<file path="src/rtl/gpio_port_pkg.sv">
package gpio_port_pkg;

  // Read source selected from the bus address
  typedef enum logic [1:0] {
    SEL_PIN   = 2'd0,
    SEL_LATCH = 2'd1,
    SEL_DIR   = 2'd2,
    SEL_NONE  = 2'd3
  } regSel_e;

  // Strobes from control to datapath
  typedef struct packed {
    logic    wrLatch;
    logic    wrDir;
    regSel_e rdSel;
  } gpioStrobe_t;

endpackage

</file>
<file path="src/rtl/gpio_port_ctrl.sv">
module gpio_port_ctrl
  import gpio_port_pkg::*;
#(
  parameter int ADDR_W = 2
) (
  input  logic [ADDR_W-1:0] busAddr,
  input  logic              busWe,
  output gpioStrobe_t       strobe
);

  localparam logic [ADDR_W-1:0] A_PIN   = ADDR_W'(0);
  localparam logic [ADDR_W-1:0] A_LATCH = ADDR_W'(1);
  localparam logic [ADDR_W-1:0] A_DIR   = ADDR_W'(2);

  always_comb begin
    strobe.wrLatch = 1'b0;
    strobe.wrDir   = 1'b0;
    strobe.rdSel   = SEL_NONE;
    unique case (busAddr)
      A_PIN: begin
        strobe.rdSel   = SEL_PIN;
        strobe.wrLatch = busWe;   // pin address aliases the latch on writes
      end
      A_LATCH: begin
        strobe.rdSel   = SEL_LATCH;
        strobe.wrLatch = busWe;
      end
      A_DIR: begin
        strobe.rdSel = SEL_DIR;
        strobe.wrDir = busWe;
      end
      default: strobe.rdSel = SEL_NONE;
    endcase
  end

endmodule

</file>
<file path="src/rtl/gpio_port_dp.sv">
module gpio_port_dp
  import gpio_port_pkg::*;
#(
  parameter int WIDTH       = 8,
  parameter int SYNC_STAGES = 2
) (
  input  logic             clk,
  input  logic             rstN,
  input  gpioStrobe_t      strobe,
  input  logic [WIDTH-1:0] busWdata,
  output logic [WIDTH-1:0] busRdata,
  input  logic [WIDTH-1:0] perEn,
  input  logic [WIDTH-1:0] perOe,
  input  logic [WIDTH-1:0] perOut,
  input  logic [WIDTH-1:0] padIn,
  output logic [WIDTH-1:0] padOe,
  output logic [WIDTH-1:0] padOut,
  output logic [WIDTH-1:0] latchQ,
  output logic [WIDTH-1:0] dirQ
);

  localparam logic [WIDTH-1:0] DIR_RST   = '1;  // all inputs
  localparam logic [WIDTH-1:0] LATCH_RST = '0;

  logic [SYNC_STAGES-1:0][WIDTH-1:0] syncQ;
  logic [WIDTH-1:0] pinLevel;

  always_ff @(posedge clk or negedge rstN) begin
    if (!rstN) begin
      latchQ <= LATCH_RST;
      dirQ   <= DIR_RST;
    end else begin
      if (strobe.wrLatch) latchQ <= busWdata;
      if (strobe.wrDir)   dirQ   <= busWdata;
    end
  end

  // Input synchronizer chain
  genvar s;
  generate
    for (s = 0; s < SYNC_STAGES; s++) begin : g_sync
      always_ff @(posedge clk or negedge rstN) begin
        if (!rstN)       syncQ[s] <= '0;
        else if (s == 0) syncQ[s] <= padIn;
        else             syncQ[s] <= syncQ[(s == 0) ? 0 : s-1];
      end
    end
  endgenerate

  assign pinLevel = syncQ[SYNC_STAGES-1];

  // Per-pin pad drive with peripheral precedence
  genvar p;
  generate
    for (p = 0; p < WIDTH; p++) begin : g_pin
      always_comb begin
        if (perEn[p]) begin
          padOe[p]  = perOe[p];
          padOut[p] = perOut[p];
        end else begin
          padOe[p]  = ~dirQ[p];
          padOut[p] = latchQ[p];
        end
      end
    end
  endgenerate

  always_comb begin
    unique case (strobe.rdSel)
      SEL_PIN:   busRdata = pinLevel;
      SEL_LATCH: busRdata = latchQ;
      SEL_DIR:   busRdata = dirQ;
      default:   busRdata = '0;
    endcase
  end

endmodule

</file>
<file path="src/rtl/gpio_port.sv">
module gpio_port
  import gpio_port_pkg::*;
#(
  parameter int WIDTH       = 8,
  parameter int ADDR_W      = 2,
  parameter int SYNC_STAGES = 2
) (
  input  logic              clk,
  input  logic              rstN,
  input  logic [ADDR_W-1:0] busAddr,
  input  logic              busWe,
  input  logic [WIDTH-1:0]  busWdata,
  output logic [WIDTH-1:0]  busRdata,
  input  logic [WIDTH-1:0]  perEn,
  input  logic [WIDTH-1:0]  perOe,
  input  logic [WIDTH-1:0]  perOut,
  input  logic [WIDTH-1:0]  padIn,
  output logic [WIDTH-1:0]  padOe,
  output logic [WIDTH-1:0]  padOut
);

  gpioStrobe_t      strobe;
  logic [WIDTH-1:0] latchQ;
  logic [WIDTH-1:0] dirQ;

  gpio_port_ctrl #(.ADDR_W(ADDR_W)) u_ctrl (
    .busAddr (busAddr),
    .busWe   (busWe),
    .strobe  (strobe)
  );

  gpio_port_dp #(.WIDTH(WIDTH), .SYNC_STAGES(SYNC_STAGES)) u_dp (
    .clk      (clk),
    .rstN     (rstN),
    .strobe   (strobe),
    .busWdata (busWdata),
    .busRdata (busRdata),
    .perEn    (perEn),
    .perOe    (perOe),
    .perOut   (perOut),
    .padIn    (padIn),
    .padOe    (padOe),
    .padOut   (padOut),
    .latchQ   (latchQ),
    .dirQ     (dirQ)
  );

endmodule

</file>
<file path="config.mk">
export PLATFORM = sky130hd
export DESIGN_NAME = gpio_port
export DESIGN_NICKNAME = d
export VERILOG_FILES = /design/src/rtl/gpio_port_pkg.sv /design/src/rtl/gpio_port_ctrl.sv /design/src/rtl/gpio_port_dp.sv /design/src/rtl/gpio_port.sv
export SDC_FILE = /design/constraint.sdc
export NUM_CORES = 1
export LEC_CHECK = 0
export BUFFER_PORTS_ARGS = -buffer_cell sky130_fd_sc_hd__buf_2
export CORE_ASPECT_RATIO = 0.7
export CORE_UTILIZATION = 45
export CTS_CLUSTER_SIZE = 40
export DETAILED_ROUTE_END_ITERATION = 16
export PLACE_DENSITY_LB_ADDON = 0.2
export SLEW_MARGIN = 20
export SYNTH_ARGS = -nofsm -noshare
export SYNTH_HDL_FRONTEND = slang
export SYNTH_HIERARCHICAL = 1
export SYNTH_SLANG_ARGS = --single-unit
</file>
<file path="constraint.sdc">
create_clock -name clk -period 1.1 [get_ports clk]
set_clock_uncertainty 0.15 [all_clocks]
set_input_delay 0.055 -clock clk [delete_from_list [all_inputs] [get_ports clk]]
set_output_delay 0.055 -clock clk [all_outputs]
set_load 0.05 [all_outputs]
</file>
# ---- Word level (Yosys, flattened, before mapping)
# Cells that the tools add are included.
dict set report classes {
  eq_ne 4
  n_mux 20
  bitwise_logic 8
  reduce_logical 3
}
# operator count
set ops {}
lappend ops {{$pmux 8 s3} 1}
lappend ops {{$mux 1} 18}
lappend ops {{$not 1->1} 8}
lappend ops {{$pmux 2 s3} 1}
lappend ops {{$eq 2x1->1 const B} 2}
lappend ops {{$eq 2x2->1 const B} 2}
lappend ops {{$logic_not 2->1} 2}
lappend ops {{$reduce_or 2->1} 1}
dict set report totals {
  regBits 32
  inputBits 45
  out_inout_bits 24
  elab_cells 39
}

# ---- Longest topological paths before layout
# Gate-level depths: netlist of the first run.
dict set report logic_depth {
  depth_word 4
  depth_mapped 5
  ltp_nobuf 2
}

# ---- Modules after synthesis
# Netlist of the first run, hierarchy kept.
# mod n_inst cells_per_inst area_per_inst_um2 seq_area_each_um2
set modules_own_cells {}
lappend modules_own_cells {gpio_port_dp 1 94 1358.8 810.8}
lappend modules_own_cells {gpio_port_ctrl 1 4 22.5 0.0}

# ---- Least setup slack after synthesis of the first run
# No wires, ideal clock.
dict set report synth_path {
  kind {reg2out}
  from {register u_dp.dirQ[0]}
  to {output port padOe[0]}
  arrival_time_ns 1.453
  t_required_ns 0.895
  path_slack_ns -0.558
  path_stages_with_launch 2
  n_path_buf 0
  cell_sequence {dfstp_2 o21ai_0}
}
dict set report synth_between {
  elab_chain_len 2
}
# element line
set synth_rtl {}
lappend synth_rtl {{from (decl)} gpio_port_dp.sv:19} ;# output logic [WIDTH-1:0] dirQ
lappend synth_rtl {{from (signal assigned)} gpio_port_dp.sv:34} ;# if (strobe.wrDir) dirQ <= busWdata;
lappend synth_rtl {{$not 1->1} gpio_port_dp.sv:61} ;# padOe[p] = ~dirQ[p];
lappend synth_rtl {{$mux 1} gpio_port_dp.sv:57} ;# if (perEn[p]) begin
lappend synth_rtl {{to (decl)} gpio_port.sv:18} ;# output logic [WIDTH-1:0] padOe,
# No other way between the ends.

# ---- Worst setup path in the final report of the first run
dict set report layout_path {
  from {register u_dp.dirQ[6]}
  to {output port busRdata[6]}
}
dict set report layout_between {
  elab_chain_len 1
}
# element line
set layout_rtl {}
lappend layout_rtl {{$pmux 8 s3} gpio_port_dp.sv:69} ;# unique case (strobe.rdSel)
lappend layout_rtl {{to (decl)} gpio_port.sv:13} ;# output logic [WIDTH-1:0] busRdata,
# No other way between the ends.

==> results of run 1 <==
## power groups by stage
stage                     clock, mW  sequential, mW  combinational (mW)
after floorplan                   0            1.46               0.738
after global placement            0            1.47               0.988
after detailed placement          0            1.49                1.00
after CTS                     0.837            1.47                1.22
after global routing          0.901            1.48                1.29
final                         0.801            1.46                1.22
## flip-flops by register name, indices dropped and copies added, names as in the netlist
register and cells:
u_dp/syncQ 8, u_dp/pinLevel 8, u_dp/dirQ 8, u_dp/latchQ 8
## routing by layer
| metal | vias up | part of all wire [%] | track usage [%] |
|---|---|---|---|
| met5 | - | 0 | 0 |
| met4 | 0 | 3.2 | 14.2 |
| met3 | 13 | 5.2 | 6.84 |
| met2 | 43 | 54 | 39.9 |
| met1 | 544 | 37 | 23.4 |
| li1 | 544 | - | - |
## how the worst max path moves through the flow
stage          depth (start not counted)            to
5_1_grt                                3   busRdata[0]
6_report                               2   busRdata[6]
4_1_cts                                3   busRdata[0]
3_5_place_dp                           5   busRdata[0]
3_3_place_gp                           4  u_dp/dirQ[3]
2_1_floorplan                          2   busRdata[2]
## area by class of cell
| cell class | instances | area (um2) | area share [%] |
|---|---|---|---|
| Sequential cell | 32 | 811 | 34.4 |
| Clock inverter | 1 | 5.00 | 0.212 |
| Timing Repair Buffer | 98 | 791 | 33.6 |
| Multi-Input combinational cell | 59 | 632 | 26.8 |
| Clock buffer | 6 | 72.6 | 3.08 |
| Tap cell | 36 | 45.0 | 1.91 |
## worst max-delay path, stage by stage, from the launching register on
cell and delay, ps:
dfstp_2 560, o2bb2ai_2 120, buf_6 180
## logic make-up after synthesis
group	after synthesis	synth area share, %
flip-flops	32	58.7
multiplexers	32	25.4
AND/OR/NAND/NOR	11	4.26
buffers and inverters	7	3.71
AO/OA/AOI/OAI	16	7.97
## placed cells by master, fill, tap and decap left out, types with 2 or more instances in the layout
cell type      instances
mux2i_2                2
o2bb2ai_2              6
buf_2                 44
dlygate4sd3_1         17
dfstp_2                8
dfrtp_1               24
buf_4                 10
clkbuf_8               5
o2bb2ai_4              2
buf_6                 24
mux2i_1                6
o21ai_2                8
mux2_2                24
nand2_1                8
buf_12                 2
## timing repair
item | CTS | global route
buffers inserted | 0 | 0
resized for setup | 51 | 1
pin swaps | 15 | 4
endpoints found under the setup margin | 24 | 24
hold endpoints to repair | 56 | 0
hold buffers | 17 | 0
==> results.sh, run 1 <==
export IMPL_drt_pass1_iter_count=3
export IMPL_syn_nets=143
export IMPL_clock_tree_root_cell="clkbuf_8"
export IMPL_min_period_ps=1340
export IMPL_fin_util_pct=82.3
export IMPL_timing_final_crit_share_pct=122
export IMPL_path_class="flip-flop to output pin"
export IMPL_r2r_setup_slack_ps=150
export IMPL_hold_path_class="primary input to async pin"
export IMPL_r2r_start="u_dp/latchQ[0]"
export IMPL_cp_start_kind="flip-flop"
export IMPL_routed_wl_mm=3.30
export IMPL_synth_edf_count=0
export IMPL_irDropWorstVdd_uv=1100
export IMPL_layout_cells_non_filler=232
export IMPL_critPathMaxFanout=3
export IMPL_sw_frac_of_total_pct=33.0
export IMPL_area_growth_pct=70.6
export IMPL_synthCells=98
export IMPL_grtUsageTotal_pct=23.0
export IMPL_p_seq_share_pct=42.0
export IMPL_cp_arrival_ps=1140
export IMPL_synth_area_leader_cell="dfrtp_1"
export IMPL_grt_pass1_vias=1240
export IMPL_antennaDiodeCount=0
export IMPL_die_w_um=68.2
export IMPL_netlist_area_leader_share_pct=43.5
export IMPL_grt_antenna_before_repair=0
export IMPL_ant_nets=0
export IMPL_p_sw_mw=1.15
export IMPL_whs_ps=42.2
export IMPL_synth_cell_types=13
export IMPL_h_tree_depth=2
export IMPL_max_slew_margin_pct=81.4
export IMPL_p_int_mw=2.34
export IMPL_ys_async_sr_fraction_pct=100
export IMPL_vias_per_cell=4.93
export IMPL_rsz0062_at_grt="yes"
export IMPL_crit_path_end_kind="output pin"
export IMPL_design_power_total_mw=3.49
export IMPL_port_buffer_count=68
export IMPL_p_per_area_nw_per_um2=1480
export IMPL_avgSynthCellArea_um2=14.1
export IMPL_drc=0
export IMPL_fillers=155
export IMPL_p_comb_share_pct=35.0
export IMPL_vias=1144
export IMPL_nets=241
export IMPL_yosysWarnings=6
export IMPL_clock_fmax_mhz=746
export IMPL_core_area_um2=2860
export IMPL_die_y_um=48.4
export IMPL_wl_per_cell_um=14.2
export IMPL_dieArea_um2=3300
export IMPL_start_util_pct=48.3
export IMPL_dp_slack_ps=-96.9
export IMPL_clockPowerShare_pct=23.0
export IMPL_ys_top_cells_by_count="dfrtp_1, mux2_2"
export IMPL_status="complete, but fails checks"
export IMPL_placed_area_um2=1940
export IMPL_fin_setup_tns_ps=-4770
export IMPL_pin_count=69
export IMPL_clk_path_buf_depth=2
export IMPL_rows=16
export IMPL_grt_max_degree=22
export IMPL_insertion_delay_ps=270
export IMPL_drive_gt1_share_pct=70.4
export IMPL_required_ps=890
export IMPL_grt_overflow_total=0
export IMPL_max_cap_violations=0
export IMPL_startpoint="u_dp/dirQ[6]"
export IMPL_p_leak_nw=1.10
export IMPL_grt_pass1_wl_mm=5.38
export IMPL_ys_ff_latch=32
export IMPL_finalHoldViolCount=0
export IMPL_r2r_cells=1
export IMPL_max_slew_worst_pin_slew_ps=279
export IMPL_place_inst=208
export IMPL_drv_slew=0
export IMPL_first_iter_violations=20
export IMPL_gp_congestion=0.704
export IMPL_synth_ff_type="dfrtp_1"
export IMPL_cts_num_sinks=32
export IMPL_hpwl_mm=2.31
export IMPL_clk_pin_slew_worst_paths_ps=60
export IMPL_cts_tree="built"
export IMPL_violations="setup timing"
export IMPL_syn_area_um2=1380
export IMPL_fin_ws_ps=-241
export IMPL_setup_viol=24
export IMPL_cts_made_buffers=5
export IMPL_fin_area_um2=2360
export IMPL_r2r_end="u_dp/latchQ[0]"
export IMPL_synth_area_top_cells="dfrtp_1, mux2_2, dfstp_2"
export IMPL_yosysSeqAreaShare_pct=58.7
(Power assumes the default switching activity.)
==> run 2: changes to the inputs <==
--- a/config.mk
+++ b/config.mk
@@ -11,6 +11,7 @@
 export CTS_CLUSTER_SIZE = 40
 export DETAILED_ROUTE_END_ITERATION = 16
 export PLACE_DENSITY_LB_ADDON = 0.2
+export REMOVE_ABC_BUFFERS = 1
 export SLEW_MARGIN = 20
 export SYNTH_ARGS = -nofsm -noshare
 export SYNTH_HDL_FRONTEND = slang
==> results.sh, run 2 (synthesis gave the netlist of run 1 again) <==
export IMPL_cts_made_buffers=5
export IMPL_clk_pin_slew_worst_paths_ps=60
export IMPL_ant_nets=0
export IMPL_rows=16
export IMPL_grt_antenna_before_repair=0
export IMPL_clock_fmax_mhz=749
export IMPL_path_common_cell="buf_6"
export IMPL_critPathTopFamily="flip-flops"
export IMPL_hold_path_class="primary input to async pin"
export IMPL_max_stage_delay_ps=560
export IMPL_place_inst=206
export IMPL_grt_max_degree=21
export IMPL_min_period_ps=1340
export IMPL_critPathSlowestCell="dfstp_2"
export IMPL_vias_per_cell=5.07
export IMPL_grtUsageTotal_pct=24.7
export IMPL_drive_gt1_share_pct=68.9
export IMPL_crit_path_end_kind="output pin"
export IMPL_fin_util_pct=80.8
export IMPL_routed_wl_mm=3.88
export IMPL_status="complete, but fails checks"
export IMPL_grt_overflow_total=0
export IMPL_cp_start_kind="flip-flop"
export IMPL_die_y_um=48.4
export IMPL_critPathMaxFanout=2
export IMPL_first_iter_violations=22
export IMPL_nets=243
export IMPL_violations="setup timing"
export IMPL_area_growth_pct=67.5
export IMPL_max_cap_violations=0
export IMPL_cts_tree="built"
export IMPL_path_class="flip-flop to output pin"
export IMPL_p_leak_nw=1.10
export IMPL_required_ps=890
export IMPL_port_buffer_count=68
export IMPL_final_common_cell="buf_2"
export IMPL_setup_viol=24
export IMPL_worstPathCellList="buf_6, o21ai_2, buf_6"
export IMPL_finalHoldViolCount=0
export IMPL_grt_pass1_vias=1294
export IMPL_timing_final_crit_share_pct=121
export IMPL_crit_buf_inv=2
export IMPL_vias=1177
export IMPL_hpwl_mm=2.51
export IMPL_gp_congestion=0.740
export IMPL_p_per_area_nw_per_um2=1500
export IMPL_rsz0062_at_grt="yes"
export IMPL_dieArea_um2=3300
export IMPL_fin_ws_ps=-236
export IMPL_cp_arrival_ps=1130
export IMPL_max_slew_worst_pin_slew_ps=358
export IMPL_die_w_um=68.2
export IMPL_start_util_pct=48.3
export IMPL_irDropWorstVdd_uv=1270
export IMPL_drt_pass1_iter_count=4
export IMPL_core_area_um2=2860
export IMPL_drc=0
export IMPL_final_cell_mix="buf_2, buf_6, dfrtp_1"
export IMPL_grt_pass1_wl_mm=5.84
export IMPL_drv_slew=0
export IMPL_insertion_delay_ps=270
export IMPL_pin_count=69
export IMPL_clock_tree_root_cell="clkbuf_8"
export IMPL_antennaDiodeCount=0
export IMPL_max_slew_margin_pct=76.1
export IMPL_clk_path_buf_depth=2
export IMPL_wl_per_cell_um=16.7
export IMPL_layout_cells_non_filler=232
export IMPL_h_tree_depth=2
export IMPL_cts_num_sinks=32
==> run 2: cell count changes in the layout (fill, tap and decap cells not counted), sizes merged <==
cell    delta
buf        +2
clkbuf     -1
clkinv     -1
==> run 2: area by class of cell <==
| type | count | area [um2] |
|---|---|---|
| sequential | 32 | 811 |
| timing repair buffer | 100 | 793 |
| multi-input combinational | 59 | 596 |
| fill | 167 | 549 |
| clock buffer | 5 | 68.8 |
| tap | 36 | 45.0 |
==> run 2: path summary, 6_finish.rpt <==
path	from	to	slack, ps	depth (start not counted)
min in group clk	u_dp/syncQ[3]	u_dp/pinLevel[3]	200	0
max in group asynchronous	rstN	u_dp/dirQ[2]	240	3
hold reg to reg	u_dp/syncQ[3]	u_dp/pinLevel[3]	200	0
hold / removal	rstN	u_dp/latchQ[4]	80	2
setup reg to reg	u_dp/dirQ[4]	u_dp/dirQ[4]	10	3
setup / recovery	u_dp/dirQ[4]	padOe[4]	-240	3
==> run 2: power by group <==
group | internal [mW] | switching (mW) | total [mW] | leakage (nW)
clock | 0.406 | 0.355 | 0.761 | 0.0359
combinational | 0.561 | 0.682 | 1.24 | 0.695
sequential | 1.35 | 0.115 | 1.47 | 0.364
total | 2.32 | 1.15 | 3.47 | 1.10
==> run 2: timing repair <==
action | in CTS | in global routing
resized for setup | 59 | 14
buffers inserted | 2 | 2
hold endpoints to repair | 50 | 0
hold buffers | 17 | 0
pin swaps | 5 | 7
endpoints found under the setup margin | 24 | 24
==> run 2: per-layer routing <==
| layer | GRT usage, % | up-vias | routed length (um) |
|---|---|---|---|
| met3 | 6.84 | 12 | 120 |
| met2 | 42.8 | 34 | 2230 |
| met5 | 0 | - | 0 |
| li1 | - | 547 | - |
| met4 | 12.5 | 0 | 104 |
| met1 | 26.9 | 584 | 1430 |
==> run 2: worst register-to-register path, cell delays in order, from the launching register on <==
cell     delay, ps
dfstp_2        560
buf_6          110
buf_4           90
mux2_2         130
==> run 2: through the flow <==
stage / TNS, ps / power (mW) / area [um2] / hold slack [ps] / setup slack [ps]
floorplan: -6930 / 2.07 / 1330 / -391 / -558
global route: -5560 / 3.62 / 2310 / 107 / -267
global placement: -299 / 2.35 / 1810 / -187 / -36.4
CTS: -4830 / 3.39 / 2240 / 97.3 / -240
detailed placement: -1020 / 2.38 / 1810 / -179 / -80.5
finish: -4750 / 3.47 / 2310 / 76.6 / -236
